## src/rtl/dram_sa_pkg.sv

```systemverilog
package dram_sa_pkg;

   typedef enum logic [2:0] {
      OP_NOP   = 3'd0,
      OP_ACT   = 3'd1,
      OP_PRE   = 3'd2,
      OP_RD    = 3'd3,
      OP_WR    = 3'd4,
      OP_CLONE = 3'd5
   } bank_op_e;

   typedef enum logic [1:0] {
      SA_IDLE   = 2'd0,
      SA_SENSE  = 2'd1,
      SA_STABLE = 2'd2
   } sa_state_e;

endpackage

```

## src/rtl/sa_sense_fsm.sv

```systemverilog
module sa_sense_fsm
   import dram_sa_pkg::*;
#(
   parameter int TSENSE = 3
) (
   input  logic      clk,
   input  logic      rst_n,
   input  logic      open_req,
   input  logic      close_req,
   output sa_state_e state
);

   if (TSENSE < 1) begin : g_bad_tsense
      $error("TSENSE must be at least 1");
   end

   if (TSENSE == 1) begin : g_direct
      always_ff @(posedge clk) begin
         if (!rst_n) begin
            state <= SA_IDLE;
         end else if (close_req) begin
            state <= SA_IDLE;
         end else begin
            case (state)
               SA_IDLE:  if (open_req) state <= SA_SENSE;
               SA_SENSE: state <= SA_STABLE;
               default:  state <= state;
            endcase
         end
      end
   end else begin : g_count
      localparam int CNT_W = $clog2(TSENSE);
      logic [CNT_W-1:0] cnt;

      always_ff @(posedge clk) begin
         if (!rst_n) begin
            state <= SA_IDLE;
            cnt   <= '0;
         end else if (close_req) begin
            state <= SA_IDLE;
            cnt   <= '0;
         end else begin
            case (state)
               SA_IDLE: begin
                  if (open_req) begin
                     state <= SA_SENSE;
                     cnt   <= CNT_W'(TSENSE - 1);
                  end
               end
               SA_SENSE: begin
                  if (cnt == '0) state <= SA_STABLE;
                  else           cnt   <= cnt - 1'b1;
               end
               default: state <= state;
            endcase
         end
      end
   end


   no_skip_sense_chk: assert property (@(posedge clk) disable iff (!rst_n)
      (state == SA_IDLE) |=> (state != SA_STABLE));


   stable_hold_chk: assert property (@(posedge clk) disable iff (!rst_n)
      (state == SA_STABLE && !close_req) |=> (state == SA_STABLE));

endmodule

```

## config.mk

```make
export PLATFORM = sky130hd
export DESIGN_NAME = sa_sense_fsm
export DESIGN_NICKNAME = d
export VERILOG_FILES = /design/src/rtl/dram_sa_pkg.sv /design/src/rtl/sa_sense_fsm.sv
export SDC_FILE = /design/constraint.sdc
export NUM_CORES = 1
export LEC_CHECK = 0
export BUFFER_PORTS_ARGS = -buffer_cell sky130_fd_sc_hd__buf_2
export CORE_AREA = 10 10 47 49
export CTS_CLUSTER_DIAMETER = 40
export CTS_CLUSTER_SIZE = 25
export DETAILED_ROUTE_END_ITERATION = 10
export DIE_AREA = 0 0 57 59
export GPL_TIMING_DRIVEN = 1
export SETUP_SLACK_MARGIN = 0.4
export SYNTH_ARGS = -nofsm -noshare
export SYNTH_HDL_FRONTEND = slang
export SYNTH_SLANG_ARGS = --single-unit
```

## constraint.sdc

```tcl
create_clock -name clk -period 1.25 [get_ports clk]
set_input_delay 0.25 -clock clk [delete_from_list [all_inputs] [get_ports clk]]
set_output_delay 0.25 -clock clk [all_outputs]
set_load 0.05 [all_outputs]
```

==> impl_results.rst, run 1 <==
.. list-table::
   :header-rows: 1

   * - Metric
     - Value
   * - Final weighted congestion in routability-driven placement
     - 0.811
   * - Critical path endpoint category
     - register
   * - Proportion of register bits with asynchronous set or reset after synthesis
     - 0%
   * - Simple-gate share of the synthesized area
     - 13.4%
   * - IO Count
     - 6
   * - Cell count along the critical path
     - 5
   * - Hold violation total from the final report
     - 0
   * - Synthesis-to-layout area growth
     - 62.2%
   * - Half-perimeter wire length after placement
     - 358 um
   * - Area enclosed by the die boundary
     - 3360 sq um
   * - Pin count of the biggest net entering global routing
     - 9
   * - Number of buffers added to fix hold violations after cts
     - 0
   * - Placeable Area
     - 1400 sq um
   * - Cell Int Power
     - 0.263 mW
   * - Proportion of synthesized area in mux cells
     - 0%
   * - Net switching fraction of the power
     - 24.7%
   * - Via count
     - 204
   * - IR Drop Worst-Case VDD
     - 586 uV
   * - Path type of the worst min-delay path
     - in2reg
   * - Power consumption
     - 0.350 mW
   * - Proportion of synthesized chip area in sequential cells
     - 39.0%
   * - Number of placement rows
     - 14
   * - Data required time at the worst endpoint
     - 1.36 ns
   * - Transition time of the tightest slew-check pin
     - 0.200 ns
   * - Remaining global-route overflow
     - 0
   * - Global-route wire length before repair
     - 772 um
   * - Drt total wl
     - 454 um
   * - Yosys top cell area share
     - 39.0%
   * - Top cells by instance count after synthesis
     - sky130_fd_sc_hd__dfxtp_1, sky130_fd_sc_hd__a21oi_1, sky130_fd_sc_hd__inv_1
   * - Post-Synthesis Net Count
     - 30
   * - Leakage power of the design
     - 0.128 nW
   * - Most area-consuming cells after synthesis
     - sky130_fd_sc_hd__dfxtp_1, sky130_fd_sc_hd__ha_1, sky130_fd_sc_hd__a21oi_1
   * - Portion of total power attributed to sequential cells
     - 38.7%
   * - Clk_skew
     - 0.00615 ns
   * - DRC violation count after routing
     - 0
   * - Maximum fanout count along the critical path
     - 3
   * - Crit Path Class
     - reg2reg
   * - Synthesized area divided by synthesized cell count
     - 8.55 sq um
   * - Clock root buffer
     - sky130_fd_sc_hd__clkbuf_4
   * - Last element of the critical path
     - g_count.cnt[0]$_SDFFE_PP0P_
   * - Initial standard-cell utilization of the core
     - 14.6%
   * - Beginning of the worst register-to-register path
     - g_count.cnt[1]$_SDFFE_PP0P_
   * - Time the final worst path needs with I/O delays and setup
     - 1.03 ns
   * - Sinks on the clock net
     - 4
   * - Cell type with the highest aggregate area in the netlist
     - sky130_fd_sc_hd__dfxtp_1
   * - Cell area after technology mapping
     - 205 sq um
   * - Post-Syn Instances
     - 24
   * - Max_slew headroom
     - 86.6%
   * - Layout cells sized above 1
     - 60.6%
   * - Horizontal die dimension
     - 57 um
   * - Post-synth EDFFs
     - 0
   * - Adder and majority cell fraction of the synthesized area
     - 12.2%
   * - Number of buffers created by CTS
     - 3
   * - Count of max-cap constraint violations
     - 0
   * - Crit path from
     - g_count.cnt[1]$_SDFFE_PP0P_
   * - Post-route setup TNS
     - 0 ns
   * - Clk Latency, worst-skew pair
     - 0.24 ns
   * - DRT antenna net count
     - 0
   * - Tcrit/Tclk final
     - 82.0%
   * - Antenna violations before repair
     - 0
   * - Count of different cell masters after synthesis
     - 14
   * - Switching Power
     - 0.0865 mW
   * - Final setup violation count
     - 0
   * - Reg2reg path depth
     - 5
   * - Delay of the slowest cell on the worst path
     - 0.33 ns
   * - Fraction of synthesized cell area in xor and xnor cells
     - 0%
   * - CTS tree
     - done
   * - Master of the slowest instance on the critical path
     - sky130_fd_sc_hd__dfxtp_2
   * - Count of port buffers added during placement
     - 5
   * - Buffer depth of the longest clock path
     - 2
   * - Slew Limit Fails
     - 0
   * - RSZ-0062 raised after global routing
     - true
   * - Maximum level of the CTS H-tree
     - 1
   * - Via density per instance
     - 4.16
   * - Net count of the finished layout
     - 41
   * - Arrival time worst endpoint
     - 1.14 ns
   * - Worst reg2reg endpoint
     - g_count.cnt[0]$_SDFFE_PP0P_
   * - Number of detailed-route iterations in the first pass
     - 4
   * - Yosys reg bits
     - 4
   * - Number of global-route vias before repair
     - 202
   * - Proportion of power drawn by combinational gates
     - 15.3%
   * - Complex-gate fraction of the synthesized area
     - 27.4%
   * - Clock transition at the registers of the reported paths
     - 0.04 ns
   * - Clock network fraction of design power
     - 46.0%
   * - Top_reg_cell synth
     - sky130_fd_sc_hd__dfxtp_1
   * - Total power per unit cell area
     - 1050 nW/um^2
   * - GRT Total Usage
     - 3.41%
   * - Worst path setup slack after routing
     - 0.225 ns
   * - Number of DRC markers in iteration 0
     - 6
   * - Highest Clock Rate
     - 0.975 GHz
   * - Y dimension of the die
     - 59 um
   * - Setup slack of the most critical reg-to-reg path
     - 0.22 ns
   * - Most frequent cell after synthesis
     - sky130_fd_sc_hd__dfxtp_1
   * - Startpoint Class
     - register
   * - Post-placement setup slack
     - 0.193 ns
   * - Routed WL per cell
     - 9.27 um
   * - Kind of cell with the highest combined delay on the critical path
     - flip-flops
   * - Cells along the critical path
     - inv_2 -> ha_4 -> and3_4 -> a31oi_1 -> a21oi_1
   * - Status
     - finished, final reports clean
   * - Count of synthesis-stage warnings from yosys
     - 0
   * - Number of diodes
     - 0
   * - Main combinational cell family by area after synthesis
     - compound AO/OA/AOI/OAI gates
   * - Buf/Inv on CP
     - 1
==> power groups by stage <==
stage / combinational, mW / clock, mW / sequential (mW)
floorplan: 0.0273 / 0 / 0.145
global placement: 0.0419 / 0 / 0.139
detailed placement: 0.0419 / 0 / 0.139
CTS: 0.0540 / 0.169 / 0.135
global route: 0.0590 / 0.177 / 0.136
finish: 0.0534 / 0.161 / 0.135
==> kinds of logic after synthesis <==
logic type	after synthesis
and+or+nand+nor	5
adders and majority gates	2
buffers and inverters	4
DFF	4
AOI/OAI and AO/OA	9
==> cell usage in the layout, fill, tap and decap left out, types with 2 or more instances in the layout <==
master and n:
sky130_fd_sc_hd__clkbuf_4 3, sky130_fd_sc_hd__buf_2 3, sky130_fd_sc_hd__inv_2 2, sky130_fd_sc_hd__nor2_1 2, sky130_fd_sc_hd__a21oi_1 2, sky130_fd_sc_hd__a31oi_1 2, sky130_fd_sc_hd__dfxtp_2 2, sky130_fd_sc_hd__buf_8 2
sky130_fd_sc_hd__buf_4 2, sky130_fd_sc_hd__dfxtp_4 2
==> worst register-to-register path, delay by kind of cell (launching register included) <==
family	cells	cell delay (ns)
flip-flops	1	0.33
AO/OA/AOI/OAI	2	0.21
adder cells (fa/ha/maj)	1	0.16
AND/OR/NAND/NOR	1	0.15
buffers and inverters	1	0.05
==> sequential cells by signal (all words and copies together) (netlist names) <==
register     count
state            2
g_count.cnt      2
==> layer usage <==
layer / track usage [%] / up-vias / share of wire [%]
li1: - / 105 / -
met1: 2.48 / 87 / 43
met2: 4.03 / 8 / 38
met3: 3.65 / 4 / 12
met4: 5.03 / 0 / 6.4
met5: 0 / - / 0
==> repair_timing <==
item / CTS / global route
pin swaps: 5 / 1
resized for setup: 8 / 0
setup buffers: 2 / 0
endpoints found under the setup margin: 6 / 6
==> worst min path at each step <==
stage | slack (ns) | startpoint | depth (start not counted) | endpoint
3_5_place_dp | 0.48 | g_count.cnt[1]$_SDFFE_PP0P_ | 1 | g_count.cnt[1]$_SDFFE_PP0P_
2_1_floorplan | 0.44 | rst_n | 2 | g_count.cnt[0]$_SDFFE_PP0P_
5_1_grt | 0.36 | open_req | 3 | state[0]$_SDFFE_PP0P_
3_3_place_gp | 0.47 | g_count.cnt[1]$_SDFFE_PP0P_ | 1 | g_count.cnt[1]$_SDFFE_PP0P_
4_1_cts | 0.34 | rst_n | 3 | state[1]$_SDFFE_PP0P_
6_report | 0.34 | rst_n | 3 | state[1]$_SDFFE_PP0P_
==> area by class of cell <==
cell class | count | area (sq um)
clock buffers | 3 | 22.5
fillers | 164 | 1070
inverters | 3 | 11.3
multi-input cells | 16 | 129
flip-flops and latches | 4 | 90.1
well taps | 16 | 20.0
repair buffers | 7 | 60.1
==> stage by stage <==
stage          hold WS [ns]  utilization, %  cells  area (sq um)
4_1_cts               0.341            23.8     49           333
3_3_place_gp          0.471            19.3     44           270
5_1_grt               0.364            23.8     49           333
3_5_place_dp          0.480            19.3     44           270
2_1_floorplan         0.441               -     24           239
6_report              0.339            23.8     49           333
No activity file was read; power rests on OpenSTA's default activity.
==> run 2: changes to the inputs <==
==> constraint.sdc (replaced) <==
create_clock -name clk -period 1 [get_ports clk]
set_input_delay 0.2 -clock clk [delete_from_list [all_inputs] [get_ports clk]]
set_output_delay 0.2 -clock clk [all_outputs]
set_load 0.05 [all_outputs]
==> run 2 against run 1 <==
Compared with the run above: clock power is 22% higher; highest routed layer is now met3; the run now ends with negative setup slack left; wire length increased by 9.0%; sequential power up 27%.
==> impl_results.rst, run 2 (synthesized netlist as in run 1, its figures left out) <==
.. list-table::
   :header-rows: 1

   * - Metric
     - Value
   * - Drt total wl
     - 495 um (+9.0%)
   * - Crit path from
     - g_count.cnt[0]$_SDFFE_PP0P_
   * - Number of DRC markers in iteration 0
     - 0 (-6)
   * - Registers with the highest flip-flop counts
     - g_count.cnt (2), state (2)
   * - Reg2reg path depth
     - 5 (unchanged)
   * - Pin count of the biggest net entering global routing
     - 10 (+1)
   * - Y dimension of the die
     - 59 um (unchanged)
   * - Area enclosed by the die boundary
     - 3360 sq um (unchanged)
   * - Highest Clock Rate
     - 0.965 GHz (-1.1%)
   * - Leakage power of the design
     - 0.134 nW (+4.8%)
   * - Critical path endpoint category
     - register
   * - Synthesis-to-layout area growth
     - 73.2%
   * - Count of max-cap constraint violations
     - 0 (unchanged)
   * - Count of port buffers added during placement
     - 5 (unchanged)
   * - CTS tree
     - done
   * - Crit Path Class
     - reg2reg
   * - DRT antenna net count
     - 0 (unchanged)
   * - GRT Total Usage
     - 3.27% (-0.13 points)
   * - Arrival time worst endpoint
     - 1.15 ns (about the same)
   * - Placed cell count
     - 44 (unchanged)
   * - IO Count
     - 6 (unchanged)
   * - RSZ-0062 raised after global routing
     - true
   * - Placeable Area
     - 1400 sq um (unchanged)
   * - Tcrit/Tclk final
     - 104% (+22 points)
   * - Number of buffers created by CTS
     - 3 (unchanged)
   * - Number of detailed-route iterations in the first pass
     - 1 (-3)
   * - Startpoint Class
     - register
   * - Time the final worst path needs with I/O delays and setup
     - 1.04 ns (+0.0112 ns)
   * - Portion of total power attributed to sequential cells
     - 39.3% (+0.6 points)
   * - Routed WL per cell
     - 9.90 um (+6.9%)
   * - Proportion of power drawn by combinational gates
     - 15.7% (+0.4 points)
   * - Via density per instance
     - 3.96 (-4.9%)
   * - Worst path setup slack after routing
     - -0.0365 ns (-0.261 ns)
   * - Via count
     - 198 (-2.9%)
   * - Most frequent cells in the layout
     - sky130_fd_sc_hd__clkbuf_4, sky130_fd_sc_hd__buf_2, sky130_fd_sc_hd__buf_4
   * - Layout cells sized above 1
     - 64.7% (+4.1 points)
   * - Global-route wire length before repair
     - 786 um (+1.8%)
   * - Buffer depth of the longest clock path
     - 2 (unchanged)
   * - Net switching fraction of the power
     - 24.3% (-0.43 points)
   * - Path type of the worst min-delay path
     - in2reg
   * - Final weighted congestion in routability-driven placement
     - 0.746 (-8.0%)
   * - Data required time at the worst endpoint
     - 1.11 ns (-0.25 ns)
   * - Non-Filler Instances
     - 50 (+2.0%)
   * - Clock network fraction of design power
     - 45.0% (-1.0 points)
   * - Transition time of the tightest slew-check pin
     - 0.219 ns (+0.0198 ns)
   * - Remaining global-route overflow
     - 0 (unchanged)
   * - Final worst hold slack
     - 0.288 ns (-0.0510 ns)
   * - Maximum fanout count along the critical path
     - 3 (unchanged)
   * - Hold violation total from the final report
     - 0 (unchanged)
   * - Switching Power
     - 0.106 mW (+23%)
   * - Cell Int Power
     - 0.331 mW (+26%)
   * - Number of placement rows
     - 14 (unchanged)
   * - Power consumption
     - 0.438 mW (+25%)
   * - Max_slew headroom
     - 85.3% (-1.3 points)
   * - Maximum level of the CTS H-tree
     - 1 (unchanged)
   * - Number of global-route vias before repair
     - 195 (-3.5%)
   * - Clk Latency, worst-skew pair
     - 0.23 ns (about the same)
   * - Worst reg2reg endpoint
     - g_count.cnt[0]$_SDFFE_PP0P_
   * - Number of diodes
     - 0 (unchanged)
   * - Last element of the critical path
     - g_count.cnt[0]$_SDFFE_PP0P_
   * - DRC violation count after routing
     - 0 (unchanged)
   * - Final setup violation count
     - 1 (+1)
   * - Status
     - finished, violations left
   * - Clk_skew
     - 0.00240 ns (-0.00375 ns)
   * - Failing checks
     - negative setup slack
   * - Clock transition at the registers of the reported paths
     - 0.04 ns (about the same)
   * - Antenna violations before repair
     - 0 (unchanged)
   * - Beginning of the worst register-to-register path
     - g_count.cnt[0]$_SDFFE_PP0P_
   * - Total cell area at the placement stage
     - 270 sq um (unchanged)
   * - Slew Limit Fails
     - 0 (unchanged)
   * - IR Drop Worst-Case VDD
     - 698 uV (+19%)
   * - Half-perimeter wire length after placement
     - 342 um (-4.5%)
   * - Initial standard-cell utilization of the core
     - 14.6% (unchanged)
   * - Horizontal die dimension
     - 57 um (unchanged)
   * - Setup slack of the most critical reg-to-reg path
     - -0.04 ns (-0.26 ns)
   * - Area of all placed cells without fillers
     - 355 sq um (+6.8%)
   * - Net count of the finished layout
     - 42 (+2.4%)
   * - Sinks on the clock net
     - 4 (unchanged)
   * - Clock root buffer
     - sky130_fd_sc_hd__clkbuf_4
   * - Total power per unit cell area
     - 1230 nW/um^2 (+17%)
==> run 2: changes by cell type in the layout (fill, tap and decap cells not counted), sizes merged <==
| cell | before | now |
|---|---|---|
| buf | 7 | 8 |
==> run 2: critical path, stage by stage (launching register included) <==
cell	delay, ns
sky130_fd_sc_hd__dfxtp_2	0.34
sky130_fd_sc_hd__inv_4	0.05
sky130_fd_sc_hd__ha_4	0.15
sky130_fd_sc_hd__and3_4	0.15
sky130_fd_sc_hd__a31oi_1	0.14
sky130_fd_sc_hd__a21oi_1	0.08
==> run 2: worst min path at each step <==
stage	start	to	cells after the start
finish	rst_n	state[1]$_SDFFE_PP0P_	3
detailed placement	g_count.cnt[1]$_SDFFE_PP0P_	g_count.cnt[1]$_SDFFE_PP0P_	1
floorplan	rst_n	g_count.cnt[0]$_SDFFE_PP0P_	2
CTS	rst_n	state[1]$_SDFFE_PP0P_	3
global route	rst_n	g_count.cnt[0]$_SDFFE_PP0P_	3
global placement	g_count.cnt[1]$_SDFFE_PP0P_	g_count.cnt[1]$_SDFFE_PP0P_	1
==> run 2: metrics by stage <==
step	setup TNS (ns)	util (%)	setup WS, ns
after CTS	-0.0173	23.5	-0.0173
final	-0.0365	25.4	-0.0365
after global routing	-0.182	25.4	-0.0943
after global placement	-0.0530	19.3	-0.0397
after detailed placement	-0.0766	19.3	-0.0445
after floorplan	-0.000315	-	-0.000315
==> run 2: area by class of cell <==
type                            count  area (sq um)
Fill cell                         154          1050
Timing Repair Buffer                8          67.6
Tap cell                           16          20.0
Inverter                            3          13.8
Sequential cell                     4          90.1
Clock buffer                        3          22.5
Multi-Input combinational cell     16           141
==> run 2: power by group through the flow <==
stage | registers [mW] | logic [mW] | clock network, mW
finish | 0.172 | 0.0687 | 0.197
global route | 0.173 | 0.0775 | 0.213
CTS | 0.173 | 0.0590 | 0.207
detailed placement | 0.174 | 0.0520 | 0
global placement | 0.174 | 0.0507 | 0
floorplan | 0.181 | 0.0343 | 0
==> run 2: repair_timing <==
item / 4_1_cts / 5_1_grt
hold buffers: 0 / 0
setup endpoints to repair: 6 / 6
buffers inserted: 2 / 1
pin swaps: 5 / 1
resized for setup: 7 / 3
==> run 2: layer usage <==
| layer | wire length (um) | GRT usage, % | share of wire (%) | up-vias |
|---|---|---|---|---|
| li1 | - | - | - | 108 |
| met1 | 217 | 2.94 | 44 | 84 |
| met2 | 235 | 4.03 | 47 | 6 |
| met3 | 43 | 4.08 | 8.7 | 0 |
| met4 | 0 | 2.01 | 0 | 0 |
| met5 | 0 | 0 | 0 | - |
==> run 3: changes to the inputs <==
--- a/config.mk
+++ b/config.mk
@@ -6,12 +6,15 @@
 export NUM_CORES = 1
 export LEC_CHECK = 0
 export BUFFER_PORTS_ARGS = -buffer_cell sky130_fd_sc_hd__buf_2
+export CELL_PAD_IN_SITES_DETAIL_PLACEMENT = 1
+export CELL_PAD_IN_SITES_GLOBAL_PLACEMENT = 1
 export CORE_AREA = 10 10 47 49
 export CTS_CLUSTER_DIAMETER = 40
 export CTS_CLUSTER_SIZE = 25
 export DETAILED_ROUTE_END_ITERATION = 10
 export DIE_AREA = 0 0 57 59
 export GPL_TIMING_DRIVEN = 1
+export PLACE_DENSITY_LB_ADDON = 0.1
 export SETUP_SLACK_MARGIN = 0.4
 export SYNTH_ARGS = -nofsm -noshare
 export SYNTH_HDL_FRONTEND = slang
==> run 3 against run 2 <==
Compared with the run above: the flow still finishes with violations (negative setup slack); core utilization is 0.54 points lower; register-to-register slack better by 0.03 ns; sequential power about the same; fmax up 3.3%; count of clock-buffer cells in the layout unchanged; clock skew is 0.0011 ns lower; worst hold slack improved by 0.0056 ns; critical path depth down 1; power grew 1.7%; sequential share of layout area grew 0.55 points; first-iteration DRC count rose by 5.
==> impl_results.rst, run 3 (synthesized netlist as in run 1, its figures left out) <==
.. list-table::
   :header-rows: 1

   * - Metric
     - Value
   * - GRT Total Usage
     - 3.75% (+0.48 points)
   * - Sinks on the clock net
     - 4 (unchanged)
   * - Final weighted congestion in routability-driven placement
     - 0.661 (-11%)
   * - Highest Clock Rate
     - 0.996 GHz (+3.3%)
   * - Routed WL per cell
     - 10.6 um (+7.0%)
   * - Delay of the slowest cell on the worst path
     - 0.32 ns (-0.02 ns)
   * - Max_slew headroom
     - 83.4% (-1.9 points)
   * - Global-route wire length before repair
     - 952 um (+21%)
   * - Layout cells sized above 1
     - 63.6% (-1.1 points)
   * - Registers with the highest flip-flop counts
     - g_count.cnt (2), state (2)
   * - CTS tree
     - done
   * - DRT antenna net count
     - 0 (unchanged)
   * - Path type of the worst min-delay path
     - in2reg
   * - Status
     - finished, violations left
   * - Startpoint Class
     - register
   * - IO Count
     - 6 (unchanged)
   * - Via density per instance
     - 4.14 (+4.6%)
   * - Net count of the finished layout
     - 41 (-2.4%)
   * - Clk_skew
     - 0.00128 ns (-0.00112 ns)
   * - Number of diodes
     - 0 (unchanged)
   * - Number of buffers added to fix hold violations after cts
     - 0 (unchanged)
   * - Maximum fanout count along the critical path
     - 3 (unchanged)
   * - Area of all placed cells without fillers
     - 348 sq um (-2.1%)
   * - Remaining global-route overflow
     - 0 (unchanged)
   * - Number of placement rows
     - 14 (unchanged)
   * - Area enclosed by the die boundary
     - 3360 sq um (unchanged)
   * - RSZ-0062 raised after global routing
     - true
   * - Maximum level of the CTS H-tree
     - 1 (unchanged)
   * - Most frequent cells in the layout
     - sky130_fd_sc_hd__clkbuf_4, sky130_fd_sc_hd__buf_2
   * - Master of the slowest instance on the critical path
     - sky130_fd_sc_hd__dfxtp_2
   * - Synthesis-to-layout area growth
     - 69.5%
   * - Drt total wl
     - 519 um (+4.8%)
   * - Hold violation total from the final report
     - 0 (unchanged)
   * - Number of global-route vias before repair
     - 229 (+17%)
   * - Count of port buffers added during placement
     - 5 (unchanged)
   * - Arrival time worst endpoint
     - 1.18 ns (+0.03 ns)
   * - Placed cell count
     - 44 (unchanged)
   * - Failing checks
     - negative setup slack
   * - Pin count of the biggest net entering global routing
     - 10 (unchanged)
   * - IR Drop Worst-Case VDD
     - 392 uV (-44%)
   * - Tcrit/Tclk final
     - 100% (-3.3 points)
   * - Transition time of the tightest slew-check pin
     - 0.248 ns (+0.0282 ns)
   * - Horizontal die dimension
     - 57 um (unchanged)
   * - Final setup violation count
     - 1 (unchanged)
   * - Clock transition at the registers of the reported paths
     - 0.04 ns (about the same)
   * - Time the final worst path needs with I/O delays and setup
     - 1.00 ns (-0.0326 ns)
   * - Number of buffers created by CTS
     - 3 (unchanged)
   * - Y dimension of the die
     - 59 um (unchanged)
   * - Initial standard-cell utilization of the core
     - 14.6% (unchanged)
   * - Total cell area at the placement stage
     - 270 sq um (unchanged)
   * - Leakage power of the design
     - 0.130 nW (-3.2%)
   * - Number of detailed-route iterations in the first pass
     - 4 (+3)
   * - Count of max-cap constraint violations
     - 0 (unchanged)
   * - Number of DRC markers in iteration 0
     - 5 (+5)
   * - Data required time at the worst endpoint
     - 1.17 ns (+0.06 ns)
   * - Total power per unit cell area
     - 1280 nW/um^2 (+3.9%)
   * - Worst path setup slack after routing
     - -0.00386 ns (+0.0326 ns)
   * - DRC violation count after routing
     - 0 (unchanged)
   * - Half-perimeter wire length after placement
     - 404 um (+18%)
   * - Slew Limit Fails
     - 0 (unchanged)
   * - Clk Latency, worst-skew pair
     - 0.23 ns (about the same)
   * - Via count
     - 203 (+2.5%)
   * - Buffer depth of the longest clock path
     - 2 (unchanged)
   * - Crit Path Class
     - reg2reg
   * - Critical path endpoint category
     - register
   * - Cells along the critical path
     - inv_2 -> ha_4 -> a211oi_1 -> o21a_1
   * - Placeable Area
     - 1400 sq um (unchanged)
   * - Antenna violations before repair
     - 0 (unchanged)
   * - Clock root buffer
     - sky130_fd_sc_hd__clkbuf_4
   * - Non-Filler Instances
     - 49 (-2.0%)
==> run 3: timing repair <==
| item | CTS | global route |
|---|---|---|
| pin swaps | 5 | 1 |
| cloned | 0 | 0 |
| gates resized for setup | 7 | 2 |
| setup buffers | 1 | 1 |
| setup endpoints to repair | 6 | 6 |
==> run 3: path summary, 6_finish.rpt <==
kind / from / end / slack [ns] / cells past startpoint
worst max register to register: g_count.cnt[0]$_SDFFE_PP0P_ / g_count.cnt[1]$_SDFFE_PP0P_ / -0.004 / 4
worst min register to register: g_count.cnt[1]$_SDFFE_PP0P_ / g_count.cnt[1]$_SDFFE_PP0P_ / 0.46 / 1
worst max-delay path: g_count.cnt[0]$_SDFFE_PP0P_ / g_count.cnt[1]$_SDFFE_PP0P_ / -0.004 / 4
worst min-delay path: rst_n / state[1]$_SDFFE_PP0P_ / 0.29 / 3
==> run 3: per-layer routing <==
metal / up-vias / global-route usage [%] / part of all wire (%)
li1: 103 / - / -
met1: 93 / 3.43 / 42
met2: 7 / 5.58 / 47
met3: 0 / 4.72 / 11
met4: 0 / 0 / 0
met5: - / 0 / 0
==> run 3: worst max-delay path, delay by kind of cell, from the launching register on <==
family	cells	cell delay [ns]
DFF	1	0.32
buffers and inverters	1	0.06
adders and majority gates	1	0.16
AOI/OAI and AO/OA	2	0.41
==> run 3: stage by stage <==
step                      power, mW  utilization, %  setup TNS (ns)  hold WS (ns)  setup slack [ns]
after global routing          0.489            24.8          -0.127         0.301           -0.0600
final                         0.445            24.8        -0.00386         0.294          -0.00386
after floorplan               0.215               -       -0.000315         0.391         -0.000315
after CTS                     0.447            22.9        -0.00965         0.290          -0.00869
after global placement        0.227            19.3         -0.0411         0.471           -0.0336
after detailed placement      0.228            19.3         -0.0603         0.482           -0.0423
==> run 3: cell type report <==
cell class	instances	area, sq um
clock buffer	3	22.5
fill	180	1050
inverter	3	11.3
multi-input combinational	16	131
sequential	4	90.1
tap	16	20.0
timing repair buffer	7	72.6
==> run 3: power breakdown <==
group	total (mW)	leakage, nW	internal (mW)	switching (mW)
registers	0.172	0.0350	0.164	0.00845
logic	0.0716	0.0814	0.0361	0.0355
clock network	0.201	0.0138	0.134	0.0671
total	0.445	0.130	0.334	0.111
